File: src/rtl/ccr_pkg.sv
// Package: shared operation codes, flag layout and register constants for
// the ALU/condition register block. Assumes an 8-bit condition register.
package ccr_pkg;
    localparam int CC_W  = 8;
    localparam int FL_W  = 5;
    localparam logic [2:0] CC_TOP = 3'b111;

    typedef enum logic [3:0] {
        OP_NOP  = 4'd0,
        OP_ADD  = 4'd1,
        OP_ADC  = 4'd2,
        OP_SUB  = 4'd3,
        OP_AND  = 4'd4,
        OP_OR   = 4'd5,
        OP_LD   = 4'd6,
        OP_SIM  = 4'd7,
        OP_RIM  = 4'd8,
        OP_IRET = 4'd9,
        OP_POPC = 4'd10
    } op_e;

    typedef struct packed {
        logic h;
        logic i;
        logic n;
        logic z;
        logic c;
    } flags_t;

    localparam flags_t FLAGS_RST = '{h: 1'b0, i: 1'b1, n: 1'b0, z: 1'b0, c: 1'b0};
endpackage

File: src/rtl/ccr_alu.sv
// Module: combinational ALU. Computes the result of one operation and the
// flag values plus per-flag write enables. Assumes HB < DW (half carry taken
// from the carry into bit HB).
module ccr_alu
    import ccr_pkg::*;
#(
    parameter int DW = 8,
    parameter int HB = 4
) (
    input  logic [3:0]    op_i,
    input  logic [DW-1:0] a_i,
    input  logic [DW-1:0] m_i,
    input  logic          c_i,
    output logic [DW-1:0] res_o,
    output logic          n_o,
    output logic          z_o,
    output logic          c_o,
    output logic          h_o,
    output logic          wr_nz_o,
    output logic          wr_c_o,
    output logic          wr_h_o
);
    op_e           op_w;
    logic          cin_w;
    logic [DW:0]   sum_w;
    logic [DW:0]   dif_w;
    logic [HB:0]   hsum_w;

    // Decode the opcode into the enum and select the carry-in
    always_comb begin
        op_w  = op_e'(op_i);
        cin_w = (op_w == OP_ADC) ? c_i : 1'b0;
    end

    // Adder, low-nibble adder for half carry, and subtractor
    always_comb begin
        sum_w  = {1'b0, a_i} + {1'b0, m_i} + {{DW{1'b0}}, cin_w};
        hsum_w = {1'b0, a_i[HB-1:0]} + {1'b0, m_i[HB-1:0]} + {{HB{1'b0}}, cin_w};
        dif_w  = {1'b0, a_i} - {1'b0, m_i};
    end

    // Result mux and flag write enables per operation
    always_comb begin
        res_o   = a_i;
        c_o     = c_i;
        h_o     = 1'b0;
        wr_nz_o = 1'b0;
        wr_c_o  = 1'b0;
        wr_h_o  = 1'b0;
        case (op_w)
            OP_ADD, OP_ADC: begin
                res_o   = sum_w[DW-1:0];
                c_o     = sum_w[DW];
                h_o     = hsum_w[HB];
                wr_nz_o = 1'b1;
                wr_c_o  = 1'b1;
                wr_h_o  = 1'b1;
            end
            OP_SUB: begin
                res_o   = dif_w[DW-1:0];
                c_o     = dif_w[DW];
                wr_nz_o = 1'b1;
                wr_c_o  = 1'b1;
            end
            OP_AND: begin
                res_o   = a_i & m_i;
                wr_nz_o = 1'b1;
            end
            OP_OR: begin
                res_o   = a_i | m_i;
                wr_nz_o = 1'b1;
            end
            OP_LD: begin
                res_o   = m_i;
                wr_nz_o = 1'b1;
            end
            default: res_o = a_i;
        endcase
    end

    // Sign and zero of the selected result
    always_comb begin
        n_o = res_o[DW-1];
        z_o = (res_o == '0);
    end
endmodule

File: src/rtl/ccr_flags.sv
// Module: condition flag register. Applies the per-flag update policy:
// ALU-driven writes, mask set/clear, parallel restore, and interrupt entry.
// Assumes entry (enter_i) has the final say over the mask.
module ccr_flags
    import ccr_pkg::*;
(
    input  logic         clk,
    input  logic         rst_n,
    input  logic [3:0]   op_i,
    input  logic [CC_W-1:0] pop_i,
    input  logic         enter_i,
    input  logic         n_i,
    input  logic         z_i,
    input  logic         c_i,
    input  logic         h_i,
    input  logic         wr_nz_i,
    input  logic         wr_c_i,
    input  logic         wr_h_i,
    output flags_t       fl_o
);
    op_e    op_w;
    flags_t fl_q;
    flags_t fl_d;
    logic   unused_pop_top;

    // Top restore bits carry no state and are dropped here
    assign unused_pop_top = ^pop_i[CC_W-1:FL_W];

    // Next-state logic: restore, ALU writes, mask ops, then entry
    always_comb begin
        op_w = op_e'(op_i);
        fl_d = fl_q;
        if (op_w == OP_IRET || op_w == OP_POPC) begin
            fl_d = flags_t'(pop_i[FL_W-1:0]);
        end
        if (wr_nz_i) begin
            fl_d.n = n_i;
            fl_d.z = z_i;
        end
        if (wr_c_i) fl_d.c = c_i;
        if (wr_h_i) fl_d.h = h_i;
        if (op_w == OP_SIM) fl_d.i = 1'b1;
        if (op_w == OP_RIM) fl_d.i = 1'b0;
        if (enter_i)        fl_d.i = 1'b1;
    end

    // Register with synchronous active-low reset
    always_ff @(posedge clk) begin
        if (!rst_n) fl_q <= FLAGS_RST;
        else        fl_q <= fl_d;
    end

    assign fl_o = fl_q;
endmodule

File: src/rtl/ccr_pend.sv
// Module: pending-request latches with fixed priority (index 0 highest).
// Sources flagged in MASKABLE are gated by mask_i; others are not. A request
// arriving in the acknowledge cycle keeps its latch set.
module ccr_pend #(
    parameter int          N        = 2,
    parameter logic [N-1:0] MASKABLE = 2'b10
) (
    input  logic         clk,
    input  logic         rst_n,
    input  logic [N-1:0] req_i,
    input  logic         mask_i,
    input  logic         ack_i,
    output logic [N-1:0] grant_o,
    output logic         take_o
);
    logic [N-1:0] pend_q;
    logic [N-1:0] elig_w;
    logic [N-1:0] clr_w;

    // Eligibility per source: pending and not blocked by the mask
    generate
        for (genvar k = 0; k < N; k++) begin : g_elig
            assign elig_w[k] = pend_q[k] & (~MASKABLE[k] | ~mask_i);
        end
    endgenerate

    // Fixed-priority pick of the lowest eligible index
    always_comb begin
        logic seen;
        seen    = 1'b0;
        grant_o = '0;
        for (int k = 0; k < N; k++) begin
            if (elig_w[k] && !seen) begin
                grant_o[k] = 1'b1;
                seen       = 1'b1;
            end
        end
        take_o = seen;
        clr_w  = (ack_i && seen) ? grant_o : '0;
    end

    // Latches: set by request, cleared by a taken acknowledge
    always_ff @(posedge clk) begin
        if (!rst_n) pend_q <= '0;
        else        pend_q <= req_i | (pend_q & ~clr_w);
    end
endmodule

File: src/rtl/ccr_core.sv
// Module: top of the ALU, condition register and interrupt gate. Source 0
// of the pending latches is the unmaskable trap, source 1 the maskable
// request. The acknowledge acts as interrupt entry when a request is up.
module ccr_core
    import ccr_pkg::*;
#(
    parameter int DW = 8,
    parameter int HB = 4
) (
    input  logic          clk,
    input  logic          rst_n,
    input  logic [3:0]    op_i,
    input  logic [DW-1:0] acc_i,
    input  logic [DW-1:0] mem_i,
    input  logic [CC_W-1:0] pop_i,
    input  logic          trap_req_i,
    input  logic          irq_req_i,
    input  logic          svc_ack_i,
    output logic [DW-1:0] result_o,
    output logic [CC_W-1:0] cc_o,
    output logic [FL_W-1:0] flags_o,
    output logic          svc_req_o,
    output logic          svc_trap_o
);
    localparam int NSRC = 2;

    flags_t          fl_w;
    logic            n_w, z_w, c_w, h_w;
    logic            wr_nz_w, wr_c_w, wr_h_w;
    logic [NSRC-1:0] grant_w;
    logic            take_w;
    logic            enter_w;

    ccr_alu #(.DW(DW), .HB(HB)) u_alu (
        .op_i    (op_i),
        .a_i     (acc_i),
        .m_i     (mem_i),
        .c_i     (fl_w.c),
        .res_o   (result_o),
        .n_o     (n_w),
        .z_o     (z_w),
        .c_o     (c_w),
        .h_o     (h_w),
        .wr_nz_o (wr_nz_w),
        .wr_c_o  (wr_c_w),
        .wr_h_o  (wr_h_w)
    );

    ccr_pend #(.N(NSRC), .MASKABLE(2'b10)) u_pend (
        .clk     (clk),
        .rst_n   (rst_n),
        .req_i   ({irq_req_i, trap_req_i}),
        .mask_i  (fl_w.i),
        .ack_i   (svc_ack_i),
        .grant_o (grant_w),
        .take_o  (take_w)
    );

    // Entry strobe only counts when a request is actually serviceable
    assign enter_w = svc_ack_i & take_w;

    ccr_flags u_flags (
        .clk     (clk),
        .rst_n   (rst_n),
        .op_i    (op_i),
        .pop_i   (pop_i),
        .enter_i (enter_w),
        .n_i     (n_w),
        .z_i     (z_w),
        .c_i     (c_w),
        .h_i     (h_w),
        .wr_nz_i (wr_nz_w),
        .wr_c_i  (wr_c_w),
        .wr_h_i  (wr_h_w),
        .fl_o    (fl_w)
    );

    // Output assembly: full register with constant top bits
    assign cc_o       = {CC_TOP, fl_w};
    assign flags_o    = fl_w;
    assign svc_req_o  = take_w;
    assign svc_trap_o = grant_w[0];
endmodule

File: config.mk
export PLATFORM = sky130hd
export DESIGN_NAME = ccr_core
export DESIGN_NICKNAME = d
export VERILOG_FILES = /design/src/rtl/ccr_pkg.sv /design/src/rtl/ccr_alu.sv /design/src/rtl/ccr_flags.sv /design/src/rtl/ccr_pend.sv /design/src/rtl/ccr_core.sv
export SDC_FILE = /design/constraint.sdc
export NUM_CORES = 1
export LEC_CHECK = 0
export BUFFER_PORTS_ARGS = -buffer_cell sky130_fd_sc_hd__buf_2
export CORE_MARGIN = 2
export CORE_UTILIZATION = 48
export CTS_CLUSTER_DIAMETER = 200
export DETAILED_ROUTE_END_ITERATION = 7
export PLACE_DENSITY = 0.78
export REMOVE_ABC_BUFFERS = 1
export SLEW_MARGIN = 20
export SYNTH_ARGS = -nofsm -noshare
export SYNTH_HDL_FRONTEND = slang
export SYNTH_SLANG_ARGS = --single-unit
File: constraint.sdc
create_clock -name clk -period 2.67 [get_ports clk]
set_input_delay 0.1335 -clock clk [delete_from_list [all_inputs] [get_ports clk]]
set_output_delay 0.1335 -clock clk [all_outputs]
set_load 0.05 [all_outputs]
==> impl_metrics.toml, run 1 <==
[detailed_routing]
first_iter_violations = 228
wl_per_cell_microns = 15.3
drtPass1Iterations = 4
antenna_left = 0
routed_via_density = 5.95
routed_wl_microns = 5510
vias = 2137
remaining_drc_errors = 0

[placement]
dp_hpwl_microns = 4330
place.gp.congestion = 0.953
portBuffers = 49

[critical_path]
required_ns = 2.54
crit_fanout = 3
endpoint_kind = "output port"
critPathArrivalTime_ns = 2.48
cp_cell_sequence = "nand4b_1 -> fa_2 -> buf_4 -> nor2b_1 -> o2111ai_2 -> a31oi_2 -> mux2i_1 -> a32oi_2 -> buf_6"
critPathKind = "reg -> out"
worstSetupStartpointType = "flop"
critPathMaxStageDelay_ns = 0.37
cpMaxStageDelayCell = "fa_2"

[timing]
finalCritPeriodShare_pct = 98.1
finalCriticalPeriod_ns = 2.62
tns_ns = 0
finalSetupViolCount = 0
worst_slew_pin_slew_ns = 0.851
skew_ns = 0.00183
slew_violations = 0
hold_viol = 0
relSlewSlack_pct = 42.6
hold_slack_ns = 0.119
max_clock_freq_mhz = 382

[die]
die_area_sq_mm = 0.00446
die_x_microns = 66.8
num_rows = 22
core_area_sq_mm = 0.00372
initial_core_util_pct = 50.9
die_h_microns = 66.8
io_pins = 56

[yosys]
synthCells = 251
netlist_area_sq_mm = 0.00189
synth.avg_cell_area_sq_um = 7.54
seq_area_frac_synth_pct = 7.40
synth_ff_type = "dfxtp_1"
async_flop_share_pct = 0
ys_warn_count = 0
ys_ff_latch = 7
synth.distinct_cells = 63
synth_edf_count = 0

[global_routing]
grt_start_max_net_pins = 26
track_usage_pct = 25.4
grt_pass1_vias = 1926
grt_antenna_before_repair = 0
overflow = 0
grt_pass1_wl_microns = 8740

[cells_and_area]
drive_gt1_share_pct = 31.8
syn_to_final_growth_pct = 26.6
final_common_cell = "buf_2"
antennaDiodeCount = 0
num-nets-final = 372
layout_common_cells = "47 x buf_2, 27 x inv_1, 27 x buf_4"

[cts]
cts_root_buf = "clkbuf_8"
h-tree-depth = 1
clk_path_buf_depth = 2
cts_tree = "done"
clk_pin_slew_ns = 0.04
cts_sinks = 7
holdBufCountCts = 0
cts-buffers-inserted = 3
worstSkewPairLatency_ns = 0.23

[status]
outcome = "finished clean"

[worst_hold_path]
worstHoldPathType = "in -> reg"

[pwr]
p_per_area_mw_per_mm2 = 334
vdd_ir_drop_max_mv = 0.145
power.leakage_nw = 1.19
p_total_mw = 0.801

[job]
maxCapViolCount = 0
## flip-flops by register name, summed over array words and instances, names as in the netlist
name,cells
u_pend.pend_q,2
u_flags.fl_o,5
## metrics by stage
step | setup slack (ns) | instance area, sq um | cells | utilization [%]
3_5_place_dp | -0.116 | 2250 | 354 | 60.6
4_1_cts | -0.0174 | 2320 | 358 | 62.6
2_1_floorplan | -1.40 | 1750 | 231 | -
6_report | 0.0516 | 2400 | 359 | 64.5
5_1_grt | -0.0344 | 2400 | 359 | 64.5
3_3_place_gp | -0.0487 | 2250 | 354 | 60.6
## cells in the mapped netlist (2+ instances only)
cell	n	area share [%]
nor4bb_1	3	1.6
nor3_1	9	2.4
o21a_1	2	0.79
a31oi_1	2	0.66
nand3_1	5	1.3
nand2_1	18	3.6
nand2b_1	11	3.6
mux2i_1	3	1.6
ha_1	24	16
o221a_2	2	1.2
o211a_1	3	1.6
nor2b_1	10	3.3
o21bai_1	2	0.79
a32oi_1	2	0.93
dfxtp_1	7	7.4
o22ai_1	2	0.66
a221oi_1	3	1.4
o211ai_1	3	1.2
clkbuf_1	5	0.99
nand4_1	2	0.66
and2_1	4	1.3
o2111ai_1	4	1.9
a21o_1	6	2.4
fa_1	3	3.2
or2_2	2	0.66
or3_1	2	0.66
nor2_1	10	2.0
o21ai_0	6	1.6
nor3b_1	2	0.79
buf_2	3	0.79
o31ai_1	4	1.6
inv_1	27	5.4
a211o_1	3	1.4
a211oi_1	3	1.2
a21oi_1	15	4.0
buf_4	12	4.8
## what timing repair did
| item | in CTS | in global routing |
|---|---|---|
| pin swaps | 0 | 4 |
| setup buffers | 0 | 1 |
| cloned | 0 | 0 |
| hold endpoints to repair | 0 | 0 |
| endpoints found under the setup margin | 2 | 3 |
| resized for setup | 7 | 12 |
## path summary, 6_finish.rpt
path                                       start  cells after the start  slack [ns]                to
worst min-delay path                  trap_req_i                      2        0.12  u_pend.pend_q[0]
worst max-delay path             u_flags.fl_o[0]                      9        0.05       result_o[7]
worst max register to register   u_flags.fl_o[0]                      9        0.08   u_flags.fl_o[1]
worst min register to register  u_pend.pend_q[1]                      2        0.52  u_pend.pend_q[1]
## where the power goes
group	switching (mW)	leakage, nW	internal [mW]
clock network	0.0500	0.0228	0.104
registers	0.00605	0.0580	0.113
logic	0.333	1.11	0.195
total	0.389	1.19	0.412
## critical path, delay by kind of cell, from the launching register on
kind            cells  cell delay, ns
mux                 1            0.32
simple gates        2            0.27
fa+ha+maj           1            0.37
compound gates      3            0.61
buf+inv             2            0.34
flops               1            0.34
## area by class of cell
cell class	instances	area (sq um)
Timing Repair Buffer	76	460
Fill cell	332	1320
Clock buffer	4	45.0
Inverter	27	101
Tap cell	48	60.1
Sequential cell	7	140
Multi-Input combinational cell	197	1590
## per-layer routing
| layer | GRT usage [%] | share of wire, % | wire length (microns) | up-vias |
|---|---|---|---|---|
| li1 | - | - | - | 1024 |
| met1 | 32.6 | 40 | 2210 | 985 |
| met2 | 43.9 | 49 | 2690 | 116 |
| met3 | 4.05 | 9.2 | 509 | 12 |
| met4 | 6.63 | 1.9 | 103 | 0 |
| met5 | 0 | 0 | 0 | - |
## kinds of logic after synthesis
group | synth area share, %
simple gates | 24.3
compound gates | 33.1
buf+inv | 13.3
fa+ha+maj | 19.0
flops | 7.40
mux | 2.18
other cells | 0.198
xor+xnor | 0.463
Note: power is estimated with default switching activity, not from simulation.
==> run 2: changes to the inputs <==
ABC_AREA = 1   (was default)
==> impl_metrics.toml, run 2 <==
[die]
initial_core_util_pct = 50.1
die_x_microns = 66.0
io_pins = 56
core_area_sq_mm = 0.00369
die_h_microns = 66.0
die_area_sq_mm = 0.00436
num_rows = 22

[yosys]
synth_common_cells = "74 x nand2_1, 60 x inv_1, 36 x nand3_1, 33 x nor2_1, 24 x ha_1"
synthTopCellsByArea = "ha_1 16%, nand2_1 15%, inv_1 12%, nand3_1 9.8%, dfxtp_1 7.6%"
yosys.cell_count.top_type = "nand2_1"
synth.avg_cell_area_sq_um = 5.74
synth.distinct_cells = 32
synth_top_cell_area_share_pct = 16.3
ys_ff_latch = 7
synth_area_leader_cell = "ha_1"
netlist_area_sq_mm = 0.00185
seq_area_frac_synth_pct = 7.59
synthCells = 322
ys_warn_count = 0
synth_ff_type = "dfxtp_1"
async_flop_share_pct = 0
synth_edf_count = 0

[placement]
portBuffers = 49
place.gp.congestion = 0.933
place_inst = 406
pre_cts_ws_ns = 0.365
dp_hpwl_microns = 3910

[detailed_routing]
routed_wl_microns = 4840
routed_via_density = 5.07
wl_per_cell_microns = 11.8
drtPass1Iterations = 5
antenna_left = 0
remaining_drc_errors = 0
first_iter_violations = 141
vias = 2078

[timing]
hold_viol = 0
slew_violations = 0
rsz0062_at_grt = "no"
setup_slack_ns = 0.237
finalCriticalPeriod_ns = 2.43
max_clock_freq_mhz = 411
finalSetupViolCount = 0
finalCritPeriodShare_pct = 91.1
skew_ns = 0.00366

[cts]
cts_tree = "done"
cts_sinks = 7
clk_pin_slew_ns = 0.04
clk_path_buf_depth = 2
cts-buffers-inserted = 3
cts_root_buf = "clkbuf_8"
h-tree-depth = 1
holdBufCountCts = 0
ctsResizeCount = 0
post_cts_buffers = 0
worstSkewPairLatency_ns = 0.23

[pwr]
p_per_area_mw_per_mm2 = 341
power.leakage_nw = 1.26
vdd_ir_drop_max_mv = 0.185

[job]
maxCapViolCount = 0

[worst_hold_path]
hp-start = "irq_req_i"
min_delay_path_depth = 2
hold_end = "u_pend.pend_q[1]"
worstHoldPathType = "in -> reg"

[cells_and_area]
antennaDiodeCount = 0
final_common_cell = "nand2_1"
multi_input_area_sq_mm = 0.00136
layout_common_cells = "74 x nand2_1, 60 x inv_1, 49 x buf_2"
n_fill_cell = 405
drive_gt1_share_pct = 19.1
postLayoutCoreUtil_pct = 56.8
seqCellArea_sq_um = 140
syn_to_final_growth_pct = 13.5
stdcell_count = 410
num-nets-final = 423
largest_reg_flops = 5

[global_routing]
grt_antenna_before_repair = 0
grt_start_max_net_pins = 13
grt_pass1_vias = 1771
overflow = 0
grt_pass1_wl_microns = 7780
track_usage_pct = 22.9

[critical_path]
cp_cell_sequence = "nand3_1 -> fa_1 -> inv_1 -> fa_1 -> nand4_1 -> nand4_1 -> nand3_1 -> nand3_1 -> nand2_1 -> inv_1 -> buf_2"
crit_top_cell = "nand3_1"
crit_fanout = 4
critPathArrivalTime_ns = 2.30
reg2reg_slack_ns = 0.43
timing.rr.end = "u_flags.fl_o[1]"
endpoint_kind = "output port"
worst-path-buf-inv = 3
cp_top_family = "adder cells"
cpMaxStageDelayCell = "dfxtp_1"
r2r_start = "u_flags.fl_o[0]"
reg2reg_depth = 13
critPathMaxStageDelay_ns = 0.38
critPathKind = "reg -> out"
worstSetupStartpointType = "flop"
required_ns = 2.54

[status]
outcome = "finished clean"
run 2: cell types whose count changed in the layout (fill, tap and decap cells not counted), moves of 6 or more:
| cell | delta |
|---|---|
| inv_1 | +33 |
| buf_4 | -26 |
| nand2_1 | +56 |
| nand3_1 | +32 |
| nor2_1 | +23 |
| o21ai_0 | +8 |
| nand2_2 | +6 |
| nor2b_1 | -10 |
| nand4_1 | +6 |
| nor3_1 | -7 |
| nand2b_1 | -11 |
| a21o_1 | -6 |
run 2: final cells by class:
type,count,area share (%)
clock buffer,4,2.15
inverter,64,11.5
multi-input combinational,237,64.8
sequential,7,6.69
tap,48,2.87
timing repair buffer,50,12.1
run 2: per-layer routing:
metal | up-vias | wire length, microns | GRT usage [%]
met1 | 917 | 2270 | 29.5
li1 | 1079 | - | -
met5 | - | 0 | 0
met2 | 76 | 2220 | 40.7
met4 | 0 | 57 | 6.12
met3 | 6 | 294 | 2.21
run 2: worst max path at each step:
stage / start / slack, ns / end / cells after the start
after floorplan: u_flags.fl_o[0] / -0.29 / u_flags.fl_o[1] / 11
after global placement: op_i[1] / 0.38 / u_flags.fl_o[1] / 16
after detailed placement: op_i[1] / 0.36 / u_flags.fl_o[1] / 16
after CTS: u_flags.fl_o[0] / 0.24 / result_o[6] / 11
after global routing: u_flags.fl_o[0] / 0.007 / result_o[4] / 12
final: u_flags.fl_o[0] / 0.24 / result_o[6] / 11
run 2: cell families (layout without fill, tap and decap cells):
logic type | after synthesis | count (layout) | share of synthesized area (%)
AND/OR/NAND/NOR | 169 | 169 | 41.6
AO/OA/AOI/OAI | 37 | 37 | 11.3
adder cells (fa/ha/maj) | 27 | 27 | 19.5
flip-flops | 7 | 7 | 7.59
other | 1 | 3 | 0.203
buffers and inverters | 80 | 118 | 19.3
XOR/XNOR | 1 | 1 | 0.474
run 2: where the power goes:
part	internal, mW	switching [mW]	leakage (nW)
logic	0.126	0.316	1.18
clock network	0.104	0.0501	0.0228
registers	0.113	0.00544	0.0579
run 2: metrics by stage:
step,cell area (sq um),hold WS (ns),TNS [ns],total power [mW]
4_1_cts,2100,0.111,0,0.712
2_1_floorplan,1740,0.251,-0.302,0.445
3_5_place_dp,2050,0.349,0,0.559
5_1_grt,2100,0.123,0,0.772
3_3_place_gp,2050,0.343,0,0.555
6_report,2100,0.110,0,0.715
==> run 3: changes to the inputs <==
CORE_UTILIZATION = 57   (was 48)
GPL_TIMING_DRIVEN = 0   (was default)
PLACE_DENSITY = 0.87   (was 0.78)
clock period = 2.8 ns   (was 2.67 ns; I/O delays follow)
==> impl_metrics.toml, run 3 (synthesized netlist as in run 2, its figures left out) <==
[status]
outcome = "finished clean"

[cells_and_area]
layout_common_cells = "74 x nand2_1, 60 x inv_1, 49 x buf_2"
syn_to_final_growth_pct = 11.8
largest_reg_flops = 5
antennaDiodeCount = 0
num-nets-final = 422
drive_gt1_share_pct = 18.8
postLayoutCoreUtil_pct = 67.1
final_common_cell = "nand2_1"

[timing]
finalSetupViolCount = 0
hold_viol = 0
rsz0062_at_grt = "no"
setup_slack_ns = 0.279
skew_ns = 0.00224
max_clock_freq_mhz = 397
slew_violations = 0
finalCritPeriodShare_pct = 90.0
finalCriticalPeriod_ns = 2.52

[critical_path]
cp_top_family = "simple AND/OR/NAND/NOR gates"
cpMaxStageDelayCell = "dfxtp_1"
critPathLaunch = "u_flags.fl_o[0]"
required_ns = 2.66
endpoint_kind = "output port"
r2r_start = "u_flags.fl_o[0]"
crit_fanout = 4
critPathArrivalTime_ns = 2.38
worst-path-buf-inv = 3
crit_top_cell = "nand3_1"
worstSetupStartpointType = "flop"
critPathMaxStageDelay_ns = 0.38
critPathKind = "reg -> out"
cp_cell_sequence = "nand3_1 -> fa_1 -> inv_1 -> fa_1 -> nand4_1 -> nand4_1 -> nand3_1 -> nand3_1 -> nand2_1 -> inv_1 -> buf_2"

[global_routing]
track_usage_pct = 25.7
grt_pass1_wl_microns = 7400
grt_antenna_before_repair = 0
grt_start_max_net_pins = 13
grt_pass1_vias = 1755
overflow = 0

[cts]
cts-buffers-inserted = 3
post_cts_buffers = 0
h-tree-depth = 1
worstSkewPairLatency_ns = 0.24
clk_pin_slew_ns = 0.05
cts_tree = "done"
cts_root_buf = "clkbuf_4"
ctsResizeCount = 0
clk_path_buf_depth = 2
cts_sinks = 7
holdBufCountCts = 0

[worst_hold_path]
worstHoldPathType = "in -> reg"
hp-start = "irq_req_i"

[job]
maxCapViolCount = 0

[pwr]
p_per_area_mw_per_mm2 = 303
vdd_ir_drop_max_mv = 0.133
power.leakage_nw = 1.25

[placement]
portBuffers = 49
place.gp.congestion = 0.948
dp_hpwl_microns = 3820
pre_cts_ws_ns = 0.427

[die]
num_rows = 20
die_h_microns = 60.9
core_area_sq_mm = 0.00308
die_x_microns = 60.9
io_pins = 56
die_area_sq_mm = 0.00371
initial_core_util_pct = 60.0

[detailed_routing]
antenna_left = 0
remaining_drc_errors = 0
first_iter_violations = 190
wl_per_cell_microns = 11.8
drtPass1Iterations = 5
routed_via_density = 5.31
vias = 2152
routed_wl_microns = 4760
-- run 3: cell count changes in the layout (fill, tap and decap cells not counted), sizes merged --
cell | before | now
buf | 50 | 49
-- run 3: worst register-to-register path, cell delays in order, from the launching register on --
cell and delay (ns):
dfxtp_1 0.38, nand3_1 0.12, fa_1 0.37, inv_1 0.14
fa_1 0.29, xnor2_1 0.14, nor2_1 0.06, nor2_1 0.10
nand2_1 0.06, nand2_1 0.07, nand3_1 0.10, nor2_1 0.16
nand4_1 0.10, a21oi_1 0.12
-- run 3: where the power goes --
part / leakage, nW / internal [mW] / total, mW / switching [mW]
sequential: 0.0579 / 0.108 / 0.113 / 0.00533
combinational: 1.18 / 0.120 / 0.424 / 0.304
clock: 0.0150 / 0.0542 / 0.0884 / 0.0342
-- run 3: worst paths after layout --
| check | endpoint | slack [ns] | cells after the start |
|---|---|---|---|
| max | result_o[6] | 0.28 | 11 |
| min | u_pend.pend_q[1] | 0.11 | 2 |
| max reg2reg | u_flags.fl_o[1] | 0.53 | 13 |
| min reg2reg | u_flags.fl_o[3] | 0.54 | 2 |
-- run 3: layout make-up --
class                   instances  area [sq um]
clock buffers                   4          26.3
well taps                      44          55.1
multi-input cells             237          1360
repair buffers                 49           245
flip-flops and latches          7           140
inverters                      64           240
fillers                       299          1010
-- run 3: metrics by stage --
step                power, mW  std cells  area (sq um)  TNS [ns]  hold WS (ns)
floorplan               0.424        308          1740    -0.156         0.258
global placement        0.524        401          2040         0         0.357
detailed placement      0.531        401          2040         0         0.357
CTS                     0.620        405          2060         0         0.106
global route            0.673        405          2060         0         0.121
finish                  0.625        405          2060         0         0.108
-- run 3: per-layer routing --
metal  global-route usage, %  vias to the layer above  wire, microns
li1                        -                     1080              -
met1                    34.5                      945           2010
met2                    45.2                      122           2230
met3                    1.49                        5            469
met4                    5.90                        0             53
met5                       0                        -              0
